`src/rtl/dsadc_pkg.sv`:
```
package dsadc_pkg;
  typedef enum logic [2:0] {
    PH_IDLE,
    PH_SHORT,
    PH_GAP,
    PH_INTEG,
    PH_RUND,
    PH_OVER,
    PH_DONE
  } phase_e;
endpackage

```
`src/rtl/dsadc_tick_gen.sv`:
```
module dsadc_tick_gen #(
  parameter int DIV_W = 16
) (
  input  logic             clk,
  input  logic             rst_n,
  input  logic             clr,
  input  logic [DIV_W-1:0] div,
  output logic             tick
);
  logic [DIV_W-1:0] cnt_q;
  logic [DIV_W-1:0] lim;

  always_comb begin
    lim  = (div == '0) ? '0 : div - DIV_W'(1);
    tick = !clr && (cnt_q == lim);
  end

  always_ff @(posedge clk or negedge rst_n) begin
    if (!rst_n)       cnt_q <= '0;
    else if (clr)     cnt_q <= '0;
    else if (tick)    cnt_q <= '0;
    else              cnt_q <= cnt_q + DIV_W'(1);
  end

  // a cleared timebase cannot tick on the next cycle unless the period is one clock
  a_r3_tick_after_clear: assert property (@(posedge clk) disable iff (!rst_n)
    (clr && div > DIV_W'(1)) |=> !tick);
endmodule

```
`src/rtl/dsadc_cmp_sync.sv`:
```
module dsadc_cmp_sync #(
  parameter int STAGES = 2
) (
  input  logic clk,
  input  logic rst_n,
  input  logic cmp_raw,
  output logic fall
);
  logic [STAGES:0] sh_q;

  always_ff @(posedge clk or negedge rst_n) begin
    if (!rst_n) sh_q <= '0;
    else        sh_q <= {sh_q[STAGES-1:0], cmp_raw};
  end

  assign fall = sh_q[STAGES] & ~sh_q[STAGES-1];
endmodule

```
`src/rtl/dsadc_zero_store.sv`:
```
module dsadc_zero_store #(
  parameter int ACC_W      = 22,
  parameter int ZERO_EVERY = 100
) (
  input  logic             clk,
  input  logic             rst_n,
  input  logic             mode_req,
  input  logic             store,
  input  logic [ACC_W-1:0] store_val,
  input  logic             store_mode,
  input  logic             meas_done,
  output logic             need_zero,
  output logic [ACC_W-1:0] offset
);
  localparam int MC_W = $clog2(ZERO_EVERY + 1);

  logic            ok_q;
  logic            mode_q;
  logic [MC_W-1:0] mcnt_q;

  always_ff @(posedge clk or negedge rst_n) begin
    if (!rst_n) begin
      ok_q   <= 1'b0;
      mode_q <= 1'b0;
      mcnt_q <= '0;
      offset <= '0;
    end else if (store) begin
      ok_q   <= 1'b1;
      mode_q <= store_mode;
      mcnt_q <= '0;
      offset <= store_val;
    end else if (meas_done && mcnt_q < MC_W'(ZERO_EVERY)) begin
      mcnt_q <= mcnt_q + MC_W'(1);
    end
  end

  assign need_zero = !ok_q || (mode_q != mode_req) || (mcnt_q == MC_W'(ZERO_EVERY));

  // the measurement count since the last zero never passes the refresh period
  a_r6_count_bound: assert property (@(posedge clk) disable iff (!rst_n)
    mcnt_q <= MC_W'(ZERO_EVERY));
endmodule

```
`src/rtl/dsadc_sequencer.sv`:
```
module dsadc_sequencer
  import dsadc_pkg::*;
#(
  parameter int CNT_W       = 20,
  parameter int DIV_W       = 16,
  parameter int TK_W        = 16,
  parameter int SHORT_TICKS = 4,
  parameter int ZERO_EVERY  = 100,
  localparam int ACC_W      = CNT_W + 2,
  localparam int RES_W      = ACC_W + 1
) (
  input  logic                    clk,
  input  logic                    rst_n,
  input  logic                    conv_go,
  input  logic                    two_pass,
  input  logic [DIV_W-1:0]        tick_div,
  input  logic [TK_W-1:0]         integ_ticks,
  input  logic [CNT_W-1:0]        overshoot_clks,
  input  logic [CNT_W-1:0]        rundown_max,
  input  logic                    cmp_in,
  output logic                    sel_short,
  output logic                    sel_input,
  output logic                    sel_ref,
  output logic signed [RES_W-1:0] res_data,
  output logic                    res_valid,
  output logic                    overrange
);
  phase_e           st_q, after_q;
  logic             is_zero_q, two_q, second_q, abort_q;
  logic [CNT_W-1:0] rcnt_q;
  logic [TK_W-1:0]  tcnt_q;
  logic [ACC_W-1:0] acc_q;
  logic             tick, fall, need_zero, clr_tb;
  logic [ACC_W-1:0] offset;
  logic             store_zero, meas_done;
  logic [TK_W:0]    integ_tgt;
  logic             integ_end, short_end, over_end, rund_limit;
  logic [2:0]       sel_now;

  assign clr_tb = (st_q == PH_GAP) || (st_q == PH_IDLE);

  dsadc_tick_gen #(.DIV_W(DIV_W)) i_tick (
    .clk(clk), .rst_n(rst_n), .clr(clr_tb), .div(tick_div), .tick(tick)
  );

  dsadc_cmp_sync #(.STAGES(2)) i_sync (
    .clk(clk), .rst_n(rst_n), .cmp_raw(cmp_in), .fall(fall)
  );

  assign store_zero = (st_q == PH_DONE) && is_zero_q;
  assign meas_done  = (st_q == PH_DONE) && !is_zero_q;

  dsadc_zero_store #(.ACC_W(ACC_W), .ZERO_EVERY(ZERO_EVERY)) i_zero (
    .clk(clk), .rst_n(rst_n), .mode_req(two_pass), .store(store_zero),
    .store_val(acc_q), .store_mode(two_q), .meas_done(meas_done),
    .need_zero(need_zero), .offset(offset)
  );

  always_comb begin
    integ_tgt  = two_q ? {2'b00, integ_ticks[TK_W-1:1]} : {1'b0, integ_ticks};
    integ_end  = tick && (({1'b0, tcnt_q} + (TK_W+1)'(1)) >= integ_tgt);
    short_end  = tick && (tcnt_q == TK_W'(SHORT_TICKS - 1));
    over_end   = ({1'b0, rcnt_q} + (CNT_W+1)'(1)) >= {1'b0, overshoot_clks};
    rund_limit = (rcnt_q == rundown_max - CNT_W'(1));
  end

  always_comb begin
    sel_short = (st_q == PH_SHORT);
    sel_input = (st_q == PH_INTEG) && !is_zero_q;
    sel_ref   = (st_q == PH_RUND) || (st_q == PH_OVER);
    sel_now   = {sel_input, sel_ref, sel_short};
  end

  always_ff @(posedge clk or negedge rst_n) begin
    if (!rst_n) begin
      st_q      <= PH_IDLE;
      after_q   <= PH_IDLE;
      is_zero_q <= 1'b0;
      two_q     <= 1'b0;
      second_q  <= 1'b0;
      abort_q   <= 1'b0;
      rcnt_q    <= '0;
      tcnt_q    <= '0;
      acc_q     <= '0;
      res_data  <= '0;
      res_valid <= 1'b0;
      overrange <= 1'b0;
    end else begin
      res_valid <= 1'b0;
      overrange <= 1'b0;
      unique case (st_q)
        PH_IDLE: begin
          if (conv_go) begin
            two_q     <= two_pass;
            is_zero_q <= need_zero;
            second_q  <= 1'b0;
            abort_q   <= 1'b0;
            acc_q     <= '0;
            st_q      <= PH_GAP;
            after_q   <= PH_SHORT;
          end
        end
        PH_GAP: begin
          tcnt_q <= '0;
          rcnt_q <= '0;
          st_q   <= after_q;
        end
        PH_SHORT: begin
          if (short_end) begin
            if (abort_q) begin
              st_q <= PH_IDLE;
            end else begin
              st_q    <= PH_GAP;
              after_q <= PH_INTEG;
            end
          end else if (tick) begin
            tcnt_q <= tcnt_q + TK_W'(1);
          end
        end
        PH_INTEG: begin
          if (integ_end) begin
            st_q    <= PH_GAP;
            after_q <= PH_RUND;
          end else if (tick) begin
            tcnt_q <= tcnt_q + TK_W'(1);
          end
        end
        PH_RUND: begin
          if (fall) begin
            acc_q  <= acc_q + ACC_W'(rcnt_q) + ACC_W'(1);
            rcnt_q <= '0;
            st_q   <= (two_q && !second_q) ? PH_OVER : PH_DONE;
          end else if (rund_limit) begin
            overrange <= 1'b1;
            abort_q   <= 1'b1;
            st_q      <= PH_GAP;
            after_q   <= PH_SHORT;
          end else begin
            rcnt_q <= rcnt_q + CNT_W'(1);
          end
        end
        PH_OVER: begin
          if (over_end) begin
            acc_q    <= acc_q + ACC_W'(overshoot_clks);
            second_q <= 1'b1;
            st_q     <= PH_GAP;
            after_q  <= PH_INTEG;
          end else begin
            rcnt_q <= rcnt_q + CNT_W'(1);
          end
        end
        PH_DONE: begin
          if (is_zero_q) begin
            is_zero_q <= 1'b0;
            second_q  <= 1'b0;
            acc_q     <= '0;
            st_q      <= PH_GAP;
            after_q   <= PH_SHORT;
          end else begin
            res_data  <= $signed({1'b0, acc_q}) - $signed({1'b0, offset});
            res_valid <= 1'b1;
            st_q      <= PH_IDLE;
          end
        end
        default: st_q <= PH_IDLE;
      endcase
    end
  end

  // never two switches closed together
  a_r4_one_select: assert property (@(posedge clk) disable iff (!rst_n)
    $onehot0(sel_now));
  // a different select only follows an all-off cycle
  a_r4_break_first: assert property (@(posedge clk) disable iff (!rst_n)
    ($past(sel_now) != 3'b000 && sel_now != 3'b000) |-> sel_now == $past(sel_now));
  // result strobe is a single clock
  a_r10_valid_single: assert property (@(posedge clk) disable iff (!rst_n)
    res_valid |=> !res_valid);
  // an overrange never comes with a result
  a_r9_no_result: assert property (@(posedge clk) disable iff (!rst_n)
    overrange |-> !res_valid);
  // the reference is released right after an overrange
  a_r9_ref_released: assert property (@(posedge clk) disable iff (!rst_n)
    overrange |-> !sel_ref);
endmodule

```
`config.mk`:
```
export PLATFORM = sky130hd
export DESIGN_NAME = dsadc_sequencer
export DESIGN_NICKNAME = d
export VERILOG_FILES = /design/src/rtl/dsadc_pkg.sv /design/src/rtl/dsadc_tick_gen.sv /design/src/rtl/dsadc_cmp_sync.sv /design/src/rtl/dsadc_zero_store.sv /design/src/rtl/dsadc_sequencer.sv
export SDC_FILE = /design/constraint.sdc
export NUM_CORES = 1
export LEC_CHECK = 0
export ABC_AREA = 1
export BUFFER_PORTS_ARGS = -buffer_cell sky130_fd_sc_hd__buf_4
export CAP_MARGIN = 10
export CELL_PAD_IN_SITES_DETAIL_PLACEMENT = 2
export CELL_PAD_IN_SITES_GLOBAL_PLACEMENT = 2
export CORE_MARGIN = 3
export CORE_UTILIZATION = 31
export DETAILED_ROUTE_END_ITERATION = 6
export HOLD_SLACK_MARGIN = 0.08
export PLACE_DENSITY = 0.82
export SLEW_MARGIN = 20
export SYNTH_ARGS = -nofsm -noshare
export SYNTH_HDL_FRONTEND = slang
export SYNTH_SLANG_ARGS = --single-unit
```
`constraint.sdc`:
```
create_clock -name clk -period 3.4 [get_ports clk]
set_input_delay 1.02 -clock clk [delete_from_list [all_inputs] [get_ports clk]]
set_output_delay 1.02 -clock clk [all_outputs]
set_load 0.01 [all_outputs]
```
==> results of run 1 <==
==> through the flow <==
step / instances / area (sq um) / utilization, %
CTS: 2757 / 16100 / 38.3
finish: 2777 / 16900 / 40.2
global placement: 2717 / 15300 / 36.5
floorplan: 2014 / 13200 / -
detailed placement: 2717 / 15300 / 36.5
global route: 2777 / 16900 / 40.2
==> final cells by class <==
| type | instances | area [sq um] |
|---|---|---|
| clock inverter | 14 | 155 |
| fill | 5037 | 25100 |
| clock buffer | 18 | 439 |
| timing repair buffer | 232 | 1980 |
| tap | 539 | 674 |
| multi-input combinational | 1541 | 9000 |
| inverter | 290 | 1090 |
| sequential | 143 | 3580 |
==> worst max-delay path by stage <==
| stage | slack (ns) | startpoint | end | depth (start not counted) |
|---|---|---|---|---|
| 2_1_floorplan | 0.09 | rcnt_q[1]$_DFFE_PN0P_ | acc_q[20]$_DFFE_PN0P_ | 26 |
| 3_3_place_gp | -0.15 | rcnt_q[0]$_DFFE_PN0P_ | acc_q[15]$_DFFE_PN0P_ | 25 |
| 3_5_place_dp | -0.31 | rcnt_q[0]$_DFFE_PN0P_ | rcnt_q[3]$_DFFE_PN0P_ | 24 |
| 4_1_cts | -0.1 | rcnt_q[0]$_DFFE_PN0P_ | rcnt_q[19]$_DFFE_PN0P_ | 25 |
| 5_1_grt | -0.68 | rcnt_q[5]$_DFFE_PN0P_ | rcnt_q[5]$_DFFE_PN0P_ | 24 |
| 6_report | -0.56 | rcnt_q[5]$_DFFE_PN0P_ | rcnt_q[5]$_DFFE_PN0P_ | 24 |
==> sequential cells by signal, summed over array words and instances (netlist names), 7 cells and up <==
name           count
res_data          23
i_zero.offset     22
i_tick.cnt_q      16
acc_q             22
i_zero.mcnt_q      7
rcnt_q            20
tcnt_q            16
==> layer usage <==
metal	part of all wire, %	track usage [%]	routed length [um]	vias to the layer above
li1	-	-	-	7022
met1	41	28.1	24300	7598
met2	53	44.8	31700	233
met3	2.4	3.64	1430	102
met4	3.3	7.87	1940	0
met5	0	0	0	-
==> cells by family after synthesis <==
logic type | count (synthesis) | synth area share (%)
AOI/OAI and AO/OA | 378 | 15.2
xor gates and xnor gates | 70 | 4.73
adders and majority gates | 109 | 10.5
buffers and inverters | 330 | 9.79
DFF | 143 | 27.0
muxes | 8 | 0.605
and+or+nand+nor | 976 | 32.2
==> layout by cell type, fill, tap and decap left out, types with 26 or more instances in the layout <==
cell type and n:
nand2_1 480, inv_1 279, buf_4 210, nor2_1 174, o21ai_0 141, dfrtp_1 140
a21oi_1 139, nand3_1 108, ha_1 97, xor2_1 46, nand4_1 40, nand2_2 31
o21ai_1 26
==> critical path, delay by kind of cell, from the launching register on <==
| family | cells | cell delay, ns |
|---|---|---|
| buffers and inverters | 5 | 0.65 |
| DFF | 1 | 0.44 |
| AOI/OAI and AO/OA | 4 | 0.68 |
| adders and majority gates | 1 | 0.27 |
| and+or+nand+nor | 14 | 1.79 |
==> repair_timing <==
item | 4_1_cts | 5_1_grt
endpoints found under the setup margin | 61 | 66
resized for setup | 28 | 168
gates cloned | 0 | 9
buffers inserted | 8 | 11
pin swaps | 5 | 27
==> power groups by stage <==
stage,clock [mW],combinational [mW],sequential (mW)
2_1_floorplan,0,0.797,1.84
3_3_place_gp,0,1.18,1.88
3_5_place_dp,0,1.26,1.89
4_1_cts,2.03,1.28,1.85
5_1_grt,2.11,1.49,1.86
6_report,2.00,1.32,1.85
==> impl_metrics.yaml, run 1 <==
timing:
  slew_viol_final: 0
  fmax_ghz: 0.253
  worstMarginPinSlew_ns: 0.868
  setup-violations-final: 49
  post-route-period-util_pct: 116
  finalCriticalPeriod_ns: 3.96
  relSlewSlack_pct: 40.6
  hold-worst-slack_ns: 0.353
  rsz0062_at_grt: "yes"
  fin_ws_ns: -0.560
  finClkSkew_ns: 0.0123
  setup_tns_ns: -22.71
  hold_viol: 0
synth:
  syn_area_sq_um: 13200
  syn_nets: 2200
  ys.flop_type: "dfrtp_1"
  ys_seq_area_share_pct: 27.0
  synth_edf_count: 0
  avgSynthCellArea_sq_um: 6.58
  synthTopCellsByCount: "nand2_1, inv_1, nor2_1"
  ys_warn_count: 0
  netlist.top_cell.by_area: "dfrtp_1"
  yosys-top-cells-area: "dfrtp_1, nand2_1, ha_1"
  synth_cell_type_count: 54
  synth_seq_cells: 143
  ys_async_sr_fraction_pct: 100
  netlist.area_leader.share_pct: 27.0
  synth_cells: 2014
  synth_most_common_cell: "nand2_1"
finish:
  antenna_cells: 0
  drive_above_1_share_pct: 19.4
  fin_nets: 2411
  syn_to_final_growth_pct: 27.7
floorplanning:
  start_util_pct: 31.5
  die-area_sq_um: 45200
  rows: 75
  die_x_um: 213
  core-area_sq_um: 42000
  fp.dieH_um: 213
  pin_count: 105
grt:
  grt.total_usage_pct: 24.0
  grt_pass1_wl_um: 86100
  grt_max_degree: 57
  antenna_found_initial: 0
  grt_overflow_total: 0
  grt_pass1_vias: 16300
power_and_ir_drop:
  comb_power_share_pct: 25.5
  p_clk_share_pct: 38.6
  total_power_mw: 5.17
  p_switching_mw: 1.83
  ir_drop_v: 0.000360
  powerDensity_nw_per_um2: 306
  power_leakage_nw: 8.89
  p_int_mw: 3.34
  netSwitchingFraction_pct: 35.4
  sequentialPowerShare_pct: 35.8
critical_path:
  critPathArrivalTime_ns: 4.35
  path_max_fanout: 8
  rr_startpoint: "rcnt_q[5]$_DFFE_PN0P_"
  cp_slowest_stage_delay_ns: 0.44
  critPathCaptureType: "register"
  crit_chain: "inv_1 > nor4_4 > nand2_2 > nor3_4 > inv_1 > o21ai_0 > nand2_1 > inv_1 > ha_1 > nand2_4 > buf_4 > o21ai_1 > a21oi_1 > nand2_1 > nand2_1 > nand2_1 > nand2_1 > nand2_2 > nand2_4 > nand2_4 > nand2_4 > nand2_8 > clkbuf_16 > o21ai_2"
  cp_slowest_cell: "dfrtp_1"
  critPathLaunchType: "register"
  timing.rr.end: "rcnt_q[5]$_DFFE_PN0P_"
  r2r_cells: 24
  critical_path_class: "register to register"
  crit_required_ns: 3.79
  crit_top_cell: "nand2_1"
  r2r_slack_ns: -0.56
placed_design:
  gp_congestion: 0.857
  placement.io_buffers: 104
  hpwlAfterDp_um: 42400
  dp_slack_ns: -0.307
hold_path:
  hold_depth: 0
  hp-start: "i_sync.sh_q[0]$_DFF_PN0_"
  min_to: "i_sync.sh_q[1]$_DFF_PN0_"
  hp-class: "register to register"
route:
  drt-initial-drc-count: 753
  drc: 0
  vias: 15000
  first_pass_iters: 5
  via_per_inst: 5.39
  finalWirelength_um: 59400
  ant_nets: 0
  post_drt_wl_per_cell_um: 21.4
clocking:
  tritoncts: "built"
  cts_buffers: 17
  clkSinkCount: 143
  cts_hold_buf: 0
  path_clk_slew_ns: 0.07
  htree_levels: 4
  root_buffer: "clkbuf_16"
  clk_latency_ns: 0.48
  clk_path_buf_depth: 2
flow_run:
  cap_violations: 0
outcome:
  status: "finished, violations left"
  failed_checks: "setup timing"
Note: power is estimated with default switching activity, not from simulation.
==> run 2, diff against run 1 <==
--- a/config.mk
+++ b/config.mk
@@ -15,6 +15,7 @@
 export DETAILED_ROUTE_END_ITERATION = 6
 export HOLD_SLACK_MARGIN = 0.08
 export PLACE_DENSITY = 0.82
+export RECOVER_POWER = 25
 export SLEW_MARGIN = 20
 export SYNTH_ARGS = -nofsm -noshare
 export SYNTH_HDL_FRONTEND = slang
==> run 2 against run 1 <==
Compared with the run above:
- the run ends with capacitance limit, slew limit, setup timing left
- critical path type unchanged
- cell area down 0.24%
- sequential share of layout area up 0.050 points
- count of clock-buffer cells in the layout unchanged
- non-clock buffer count unchanged
- total power down 0.11%
- cell count unchanged
- critical path depth unchanged
- largest power group unchanged
- wire length down 0.14%
==> impl_metrics.yaml, run 2 (synthesized netlist as in run 1, its figures left out) <==
outcome:
  status: "finished, violations left"
  failed_checks: "capacitance limit, slew limit, setup timing"
timing:
  setup-violations-final: 49
  rsz0062_at_grt: "yes"
  hold-worst-slack_ns: 0.353
  fin_ws_ns: -0.551
  worstMarginPinSlew_ns: 1.84
  fmax_ghz: 0.253
  setup_tns_ns: -21.91
  finalCriticalPeriod_ns: 3.95
  relSlewSlack_pct: -22.4
  post-route-period-util_pct: 116
  finClkSkew_ns: 0.0124
  slew_viol_final: 57
  hold_viol: 0
grt:
  grt_overflow_total: 0
  grt_pass1_wl_um: 86100
  grt.total_usage_pct: 24.0
  antenna_found_initial: 0
  grt_pass1_vias: 16300
  grt_max_degree: 57
route:
  first_pass_iters: 5
  vias: 14900
  ant_nets: 0
  via_per_inst: 5.38
  drc: 0
  finalWirelength_um: 59300
  drt-initial-drc-count: 719
  post_drt_wl_per_cell_um: 21.4
clocking:
  tritoncts: "built"
  path_clk_slew_ns: 0.07
  clkSinkCount: 143
  cts_buffers: 17
  clk_path_buf_depth: 2
  htree_levels: 4
  clk_latency_ns: 0.48
  root_buffer: "clkbuf_16"
finish:
  largest_register: "res_data"
  antenna_cells: 0
  largest_reg_flops: 23
  final_common_cell: "nand2_1"
  nFillCells: 5040
  most-common-layout-cells: "nand2_1, inv_1, buf_4"
  instances_no_fill: 2777
  syn_to_final_growth_pct: 27.4
  fin_nets: 2411
  drive_above_1_share_pct: 19.3
  top_regs: "res_data: 23 flops, acc_q: 22 flops, i_zero.offset: 22 flops"
hold_path:
  hp-class: "register to register"
  hp-start: "i_sync.sh_q[0]$_DFF_PN0_"
  hold_depth: 0
  min_to: "i_sync.sh_q[1]$_DFF_PN0_"
critical_path:
  critPathArrivalTime_ns: 4.34
  critPathLaunchType: "register"
  path_max_fanout: 8
  crit_top_cell: "nand2_1"
  cp_slowest_stage_delay_ns: 0.44
  critPathCaptureType: "register"
  crit_chain: "inv_1 > nor4_4 > nand2_2 > nor3_4 > inv_1 > o21ai_0 > nand2_1 > inv_1 > ha_1 > nand2_4 > buf_4 > o21ai_1 > a21oi_1 > nand2_1 > nand2_1 > nand2_1 > nand2_1 > nand2_2 > nand2_4 > nand2_4 > nand2_4 > nand2_8 > clkbuf_16 > o21ai_2"
  r2r_cells: 24
  crit_required_ns: 3.79
  r2r_slack_ns: -0.55
  cp_slowest_cell: "dfrtp_1"
  rr_startpoint: "rcnt_q[5]$_DFFE_PN0P_"
  critical_path_class: "register to register"
  timing.rr.end: "rcnt_q[5]$_DFFE_PN0P_"
placed_design:
  gp_congestion: 0.857
  placement.io_buffers: 104
  dpl.cell_count: 2717
  hpwlAfterDp_um: 42400
floorplanning:
  fp.dieH_um: 213
  start_util_pct: 31.5
  die-area_sq_um: 45200
  die_x_um: 213
  core-area_sq_um: 42000
  rows: 75
  pin_count: 105
power_and_ir_drop:
  total_power_mw: 5.17
  ir_drop_v: 0.000359
  powerDensity_nw_per_um2: 306
  power_leakage_nw: 8.87
flow_run:
  cap_violations: 1
run 2: changes by cell type in the layout (fill, tap and decap cells not counted):
cell,delta
buf_4,-1
clkbuf_2,+2
buf_2,+1
clkbuf_1,+1
buf_12,-2
buf_6,-1
run 2: worst max-delay path by stage:
stage | start | end | slack [ns] | cells past startpoint
3_3_place_gp | rcnt_q[0]$_DFFE_PN0P_ | acc_q[15]$_DFFE_PN0P_ | -0.15 | 25
6_report | rcnt_q[5]$_DFFE_PN0P_ | rcnt_q[5]$_DFFE_PN0P_ | -0.55 | 24
4_1_cts | rcnt_q[0]$_DFFE_PN0P_ | rcnt_q[19]$_DFFE_PN0P_ | -0.1 | 25
2_1_floorplan | rcnt_q[1]$_DFFE_PN0P_ | acc_q[20]$_DFFE_PN0P_ | 0.09 | 26
3_5_place_dp | rcnt_q[0]$_DFFE_PN0P_ | rcnt_q[3]$_DFFE_PN0P_ | -0.31 | 24
5_1_grt | rcnt_q[5]$_DFFE_PN0P_ | rcnt_q[5]$_DFFE_PN0P_ | -0.68 | 24
run 2: worst max-delay path, delay by kind of cell, from the launching register on:
| family | cells | cell delay [ns] |
|---|---|---|
| adder cells (fa/ha/maj) | 1 | 0.27 |
| AND/OR/NAND/NOR | 14 | 1.79 |
| flip-flops | 1 | 0.44 |
| AO/OA/AOI/OAI | 4 | 0.67 |
| buffers and inverters | 5 | 0.66 |
run 2: what timing repair did:
item	in CTS	in global routing
hold buffers	0	0
gates cloned	0	9
hold endpoints to repair	0	0
setup endpoints to repair	61	66
pin swaps	5	27
buffers inserted	8	11
gates resized for setup	28	168
run 2: layer usage:
| metal | routed length (um) | GRT usage [%] |
|---|---|---|
| met2 | 31600 | 44.8 |
| met1 | 24300 | 28.1 |
| met4 | 1990 | 7.87 |
| met3 | 1450 | 3.64 |
| met5 | 0 | 0 |
run 2: final cells by class:
cell class	instances	area (sq um)	area share, %
clock buffer	18	439	2.60
tap	539	674	4.00
timing repair buffer	232	1940	11.5
inverter	290	1090	6.45
multi-input combinational	1541	9000	53.3
clock inverter	14	155	0.919
sequential	143	3580	21.2
run 2: stage by stage:
stage | util, % | cell area [sq um] | setup slack [ns]
2_1_floorplan | - | 13200 | 0.0919
3_3_place_gp | 36.5 | 15300 | -0.149
3_5_place_dp | 36.5 | 15300 | -0.307
4_1_cts | 38.3 | 16100 | -0.0963
5_1_grt | 40.2 | 16900 | -0.677
6_report | 40.2 | 16900 | -0.551
run 2: where the power goes:
part	switching, mW	internal, mW
clock network	0.892	1.11
registers	0.0944	1.76
logic	0.847	0.467
